## config.mk

```make
export PLATFORM = sky130hd
export DESIGN_NAME = sdram_cmd_seq
export DESIGN_NICKNAME = d
export VERILOG_FILES = /design/src/rtl/sdram_cmd_seq.sv
export SDC_FILE = /design/constraint.sdc
export NUM_CORES = 1
export LEC_CHECK = 0
export ABC_CLOCK_PERIOD_IN_PS = 3150
export CORE_AREA = 2 2 95 97
export CTS_CLUSTER_DIAMETER = 50
export DETAILED_ROUTE_END_ITERATION = 7
export DIE_AREA = 0 0 97 99
export GPL_ROUTABILITY_DRIVEN = 0
export PLACE_DENSITY = 0.85
export SETUP_SLACK_MARGIN = 0.02
export SYNTH_ARGS = -nofsm -noshare
export SYNTH_HDL_FRONTEND = slang
export SYNTH_SLANG_ARGS = --single-unit
```

## constraint.sdc

```tcl
create_clock -name clk -period 3.15 [get_ports clk]
set_clock_uncertainty 0.05 [all_clocks]
set_input_delay 0.7875 -clock clk [delete_from_list [all_inputs] [get_ports clk]]
set_output_delay 0.7875 -clock clk [all_outputs]
set_load 0.005 [all_outputs]
```

## src/rtl/sdram_cmd_seq.sv

```systemverilog
module sdram_cmd_seq #(
  parameter int ADDR_W = 13,
  parameter int BA_W   = 2
) (
  input  logic              clk,
  input  logic              rst_n,
  input  logic              reg_we,
  input  logic [1:0]        reg_addr,
  input  logic [31:0]       reg_wdata,
  output logic [31:0]       reg_rdata,
  output logic              sd_cke,
  output logic [1:0]        sd_cs_n,
  output logic              sd_ras_n,
  output logic              sd_cas_n,
  output logic              sd_we_n,
  output logic [ADDR_W-1:0] sd_addr,
  output logic [BA_W-1:0]   sd_ba
);

  localparam logic [1:0] A_TIM = 2'd0;
  localparam logic [1:0] A_CMD = 2'd1;
  localparam logic [1:0] A_STS = 2'd2;
  localparam int BUSY_BIT = 5;
  localparam int MR_LSB   = 9;
  localparam int CNT_W    = 5;

  typedef enum logic [2:0] {
    M_NORM = 3'd0, M_CKE = 3'd1, M_PRE = 3'd2, M_REF = 3'd3, M_LMR = 3'd4
  } mode_e;

  logic [27:0]       tim_q;
  logic [31:0]       cmd_q;
  logic              busy_q;
  logic [CNT_W-1:0]  cnt_q;
  logic [3:0]        rem_q;
  logic              cke_q, ras_q, cas_q, we_q;
  logic [1:0]        cs_q;
  logic [ADDR_W-1:0] addr_q;

  wire wr_cmd = reg_we && reg_addr == A_CMD && !busy_q;
  wire wr_tim = reg_we && reg_addr == A_TIM && !busy_q;

  wire [2:0] wr_mode = reg_wdata[2:0];
  wire [1:0] wr_sel  = {~reg_wdata[3], ~reg_wdata[4]};
  wire [1:0] q_sel   = {~cmd_q[3], ~cmd_q[4]};

  wire [CNT_W-1:0] gap_mrd = {1'b0, tim_q[3:0]}   + 1'b1;
  wire [CNT_W-1:0] gap_rc  = {1'b0, tim_q[15:12]} + 1'b1;
  wire [CNT_W-1:0] gap_rp  = {1'b0, tim_q[23:20]} + 1'b1;

  always_ff @(posedge clk or negedge rst_n) begin
    if (!rst_n) begin
      tim_q  <= '0;
      cmd_q  <= '0;
      busy_q <= 1'b0;
      cnt_q  <= '0;
      rem_q  <= '0;
      cke_q  <= 1'b0;
      cs_q   <= 2'b11;
      ras_q  <= 1'b1;
      cas_q  <= 1'b1;
      we_q   <= 1'b1;
      addr_q <= '0;
    end else begin
      cs_q   <= 2'b11;
      ras_q  <= 1'b1;
      cas_q  <= 1'b1;
      we_q   <= 1'b1;
      addr_q <= '0;
      if (wr_tim) tim_q <= reg_wdata[27:0];
      if (wr_cmd) begin
        cmd_q  <= reg_wdata;
        busy_q <= 1'b1;
        rem_q  <= reg_wdata[8:5];
        cnt_q  <= '0;
        case (wr_mode)
          M_CKE: cke_q <= 1'b1;
          M_PRE: begin
            cs_q       <= wr_sel;
            ras_q      <= 1'b0;
            we_q       <= 1'b0;
            addr_q[10] <= 1'b1;
            cnt_q      <= gap_rp;
          end
          M_REF: begin
            cs_q  <= wr_sel;
            ras_q <= 1'b0;
            cas_q <= 1'b0;
            cnt_q <= gap_rc;
          end
          M_LMR: begin
            cs_q   <= wr_sel;
            ras_q  <= 1'b0;
            cas_q  <= 1'b0;
            we_q   <= 1'b0;
            addr_q <= reg_wdata[MR_LSB +: ADDR_W];
            cnt_q  <= gap_mrd;
          end
          default: ;
        endcase
      end else if (busy_q) begin
        if (cnt_q != '0) begin
          cnt_q <= cnt_q - 1'b1;
        end else if (cmd_q[2:0] == M_REF && rem_q != '0) begin
          cs_q  <= q_sel;
          ras_q <= 1'b0;
          cas_q <= 1'b0;
          rem_q <= rem_q - 1'b1;
          cnt_q <= gap_rc;
        end else begin
          busy_q <= 1'b0;
        end
      end
    end
  end

  always_comb begin
    case (reg_addr)
      A_TIM:   reg_rdata = {4'b0, tim_q};
      A_CMD:   reg_rdata = cmd_q;
      A_STS:   reg_rdata = 32'(busy_q) << BUSY_BIT;
      default: reg_rdata = '0;
    endcase
  end

  assign sd_cke   = cke_q;
  assign sd_cs_n  = cs_q;
  assign sd_ras_n = ras_q;
  assign sd_cas_n = cas_q;
  assign sd_we_n  = we_q;
  assign sd_addr  = addr_q;
  assign sd_ba    = '0;


  busy_rise_chk: assert property (@(posedge clk) disable iff (!rst_n)
    (reg_we && reg_addr == A_CMD && !busy_q) |=> busy_q);


  busy_ignore_chk: assert property (@(posedge clk) disable iff (!rst_n)
    (reg_we && reg_addr == A_CMD && busy_q) |=> $stable(cmd_q));


  short_busy_chk: assert property (@(posedge clk) disable iff (!rst_n)
    (reg_we && reg_addr == A_CMD && !busy_q &&
     (reg_wdata[2:0] == 3'd0 || reg_wdata[2:0] == 3'd1 || reg_wdata[2:0] > 3'd4))
    |=> (busy_q ##1 !busy_q));


  cke_hold_chk: assert property (@(posedge clk) disable iff (!rst_n)
    !$fell(sd_cke));


  single_cmd_chk: assert property (@(posedge clk) disable iff (!rst_n)
    !sd_ras_n |=> sd_ras_n);


  pre_a10_chk: assert property (@(posedge clk) disable iff (!rst_n)
    (!sd_ras_n && sd_cas_n && !sd_we_n) |-> sd_addr[10]);


  idle_nop_chk: assert property (@(posedge clk) disable iff (!rst_n)
    !busy_q |-> (sd_cs_n == 2'b11 && sd_ras_n && sd_cas_n && sd_we_n));

endmodule

```

==> metrics.md, run 1 <==
| Metric | Value |
|---|---|
| Static Leak | `0.002602 uW` |
| Power per cell area | `774.1 nW/um^2` |
| Min Hold Slack | `0.3882 ns` |
| Die area | `9603 um^2` |
| Vias in the first global route | `3444` |
| Clock Path Buffers | `2` |
| WL final | `9887 um` |
| Final nets | `552` |
| Routed vias | `3332` |
| Post-DR wirelength/cell | `15.84 um` |
| Avg Inst Size Synth | `10.02 um^2` |
| FILL cells | `666` |
| Most frequent cells in the layout | `nand2_1 (113), clkdlybuf4s50_1 (85), dfrtp_1 (84)` |
| Mapped Cells | `421` |
| Initial antenna violation count | `0` |
| Final setup fails | `0` |
| Initial DRC count | `187` |
| Die height | `99 um` |
| Synth cell types | `45` |
| Max Cap Violations | `0` |
| Largest family of logic cells by synthesized area | `simple AND/OR/NAND/NOR gates` |
| Compound-cell area share of the yosys netlist | `5.074%` |
| Netlist Area Pre-Place | `4217 um^2` |
| Worst EP arrival | `2.24 ns` |
| ANT cells | `0` |
| Area Growth Syn to Fin | `30.24%` |
| Register area share after synthesis | `52.97%` |
| Adder-cell area share of the yosys netlist | `1.187%` |
| Post-route DRC | `0` |
| First-pass GRT wire length | `16680 um` |
| Pre-CTS WS | `0.08610 ns` |
| WP data required | `2.31 ns` |
| Worst VDD drop | `0.4917 mV` |
| Core area | `8551 um^2` |
| Via/cell ratio | `5.340` |
| CTS tree | `yes` |
| Worst hold path class | `flop to flop` |
| H-tree levels | `3` |
| Overall Global Routing Usage | `21.57%` |
| Ys Warns | `0` |
| Post-DP Area | `5266 um^2` |
| Die width | `97 um` |
| I/O Pins | `90` |
| FP Rows | `34` |
| FMAX | `325.2 MHz` |
| Relative slew slack | `52.97%` |
| Status | `finished clean` |
| Xor and xnor fraction of the mapped netlist area | `1.662%` |
| Dpl hpwl | `7137 um` |
| Worst-Skew Late Latency | `0.35 ns` |
| Commonest non-fill, non-tap cell in the layout | `nand2_1` |
| Reg clk slew, reported paths | `0.09 ns` |
| Slew Viols, Final | `0` |
| Antenna Nets Post-Route | `0` |
| Crit path capture type | `primary output` |
| First-pass detailed-route iteration total | `5` |
| Final setup margin | `0.07465 ns` |
| Root Driver | `clkbuf_8` |
| Design area | `5492 um^2` |
| CP Class | `input pin to primary output` |
| Largest net degree at the start of global routing | `56` |
| Critical Path Fanout Max | `9` |
| Tcrit/Tclk final | `97.63%` |
| Total gr overflow | `0` |
| Mux contribution to synthesized area | `14.93%` |
| Yosys reg bits | `89` |
| Final hold vios | `0` |
| Synth Area in Simple Gates | `20.50%` |
| Layout cell share with drive strength beyond 1 | `15.50%` |
| Setup TNS | `0 ns` |
| Final Power | `4251 uW` |
| CTS Sinks | `89` |
| RSZ-0062 raised after global routing | `no` |
| Worst slew pin tran | `0.7055 ns` |
| Port Buffers | `87` |
| Tmin final | `3.075 ns` |
| Starting Density | `49.31%` |
| CTS Buf Count | `9` |
| CP startpoint kind | `input pin` |
[registers in the layout (all words and copies together), names as in the netlist]
signal	cells
rem_q	4
sd_addr	13
sd_we_n	1
cmd_q	32
sd_cs_n	2
cnt_q	5
sd_cke	1
sd_cas_n	1
busy_q	1
sd_ras_n	1
tim_q	28
[synthesized netlist by cell type (all sizes together)]
library cell / count / share of area (%)
mux2i: 28 / 6.6
a21oi: 6 / 0.71
nand3b: 1 / 0.27
nand3: 7 / 0.83
nand2: 113 / 10
buf: 16 / 2.1
o21ai: 14 / 1.7
and3b: 1 / 0.21
nand2b: 2 / 0.30
xnor2: 2 / 0.42
ha: 4 / 1.2
a32oi: 3 / 0.62
or3b: 1 / 0.21
nor3b: 1 / 0.45
xor2: 6 / 1.2
and2: 4 / 0.59
a31oi: 2 / 0.30
nor4b: 2 / 0.56
nor2: 36 / 3.2
inv: 7 / 0.62
nor2b: 2 / 0.30
dfrtp: 84 / 50
o22ai: 2 / 0.30
clkbuf: 10 / 0.89
and4b: 1 / 0.24
a22oi: 2 / 0.36
a2bb2oi: 1 / 0.21
or4b: 1 / 0.33
and3: 14 / 2.1
dfstp: 5 / 3.1
conb: 1 / 0.089
a222oi: 1 / 0.24
a32o: 1 / 0.27
a31o: 1 / 0.21
a211o: 1 / 0.21
mux2: 31 / 8.3
nor3: 6 / 0.71
and2b: 1 / 0.18
[final timing paths]
path | startpoint | end | slack [ns] | cells past startpoint
setup reg to reg | cnt_q[0] | rem_q[1] | 1.00 | 6
hold reg to reg | cmd_q[4] | sd_cs_n[0] | 0.39 | 1
max in group asynchronous | rst_n | tim_q[24] | 2.00 | 2
hold / removal | cmd_q[4] | sd_cs_n[0] | 0.39 | 1
min in group asynchronous | rst_n | sd_addr[1] | 0.42 | 1
setup / recovery | reg_addr[1] | reg_rdata[5] | 0.07 | 4
[worst max-delay path, cell delays in order]
cell and delay (ns):
clkdlybuf4s50_1 0.49, buf_4 0.21, o22ai_1 0.21, clkdlybuf4s50_1 0.54
[where the power goes]
group | switching [uW] | internal (uW)
clock | 414 | 455
sequential | 339 | 1600
combinational | 646 | 793
[per-stage QoR]
| step | std cells | utilization, % |
|---|---|---|
| after floorplan | 422 | - |
| after global placement | 608 | 61.59 |
| after detailed placement | 608 | 61.59 |
| after CTS | 624 | 64.21 |
| after global routing | 624 | 64.22 |
| final | 624 | 64.22 |
[logic make-up (layout without fill, tap and decap cells)]
logic type                 Yosys count  count (layout)
muxes                               59              59
xor gates and xnor gates             8               8
AOI/OAI and AO/OA                   34              34
buffers and inverters               33             127
other                                1               2
adders and majority gates            4               4
DFF                                 89              89
and+or+nand+nor                    193             193
[per-layer routing]
| metal | GRT usage (%) | vias up | wire [um] |
|---|---|---|---|
| met1 | 27.32 | 1625 | 4161 |
| met2 | 37.02 | 110 | 5100 |
| li1 | - | 1589 | - |
| met4 | 6.392 | 0 | 97 |
| met3 | 5.177 | 8 | 528 |
| met5 | 0 | - | 0 |
[cell type report]
type	count	area (um^2)	share of cell area, %
Timing Repair Buffer	104	1028	18.73
Tap cell	108	135.1	2.461
Clock buffer	9	123.9	2.256
Clock inverter	7	100.1	1.823
Multi-Input combinational cell	300	1844	33.58
Sequential cell	89	2233	40.67
Inverter	7	26.28	0.4785
[repair_timing]
action / 4_1_cts / 5_1_grt
buffers inserted: 0 / 0
setup endpoints to repair: 0 / 2
hold buffers: 0 / 0
endpoints found under the hold margin: 0 / 0
gates resized for setup: 0 / 1
Note: power is estimated with default switching activity, not from simulation.
==> run 2: changes to the inputs <==
- SLEW_MARGIN: default -> 15
==> results of run 2 <==
Final layout, timing and power as in run 1 (identical DEF).
==> run 3: changes to the inputs <==
- SKIP_LAST_GASP: default -> 1
==> results of run 3 <==
Final layout, timing and power as in run 1 (identical DEF).
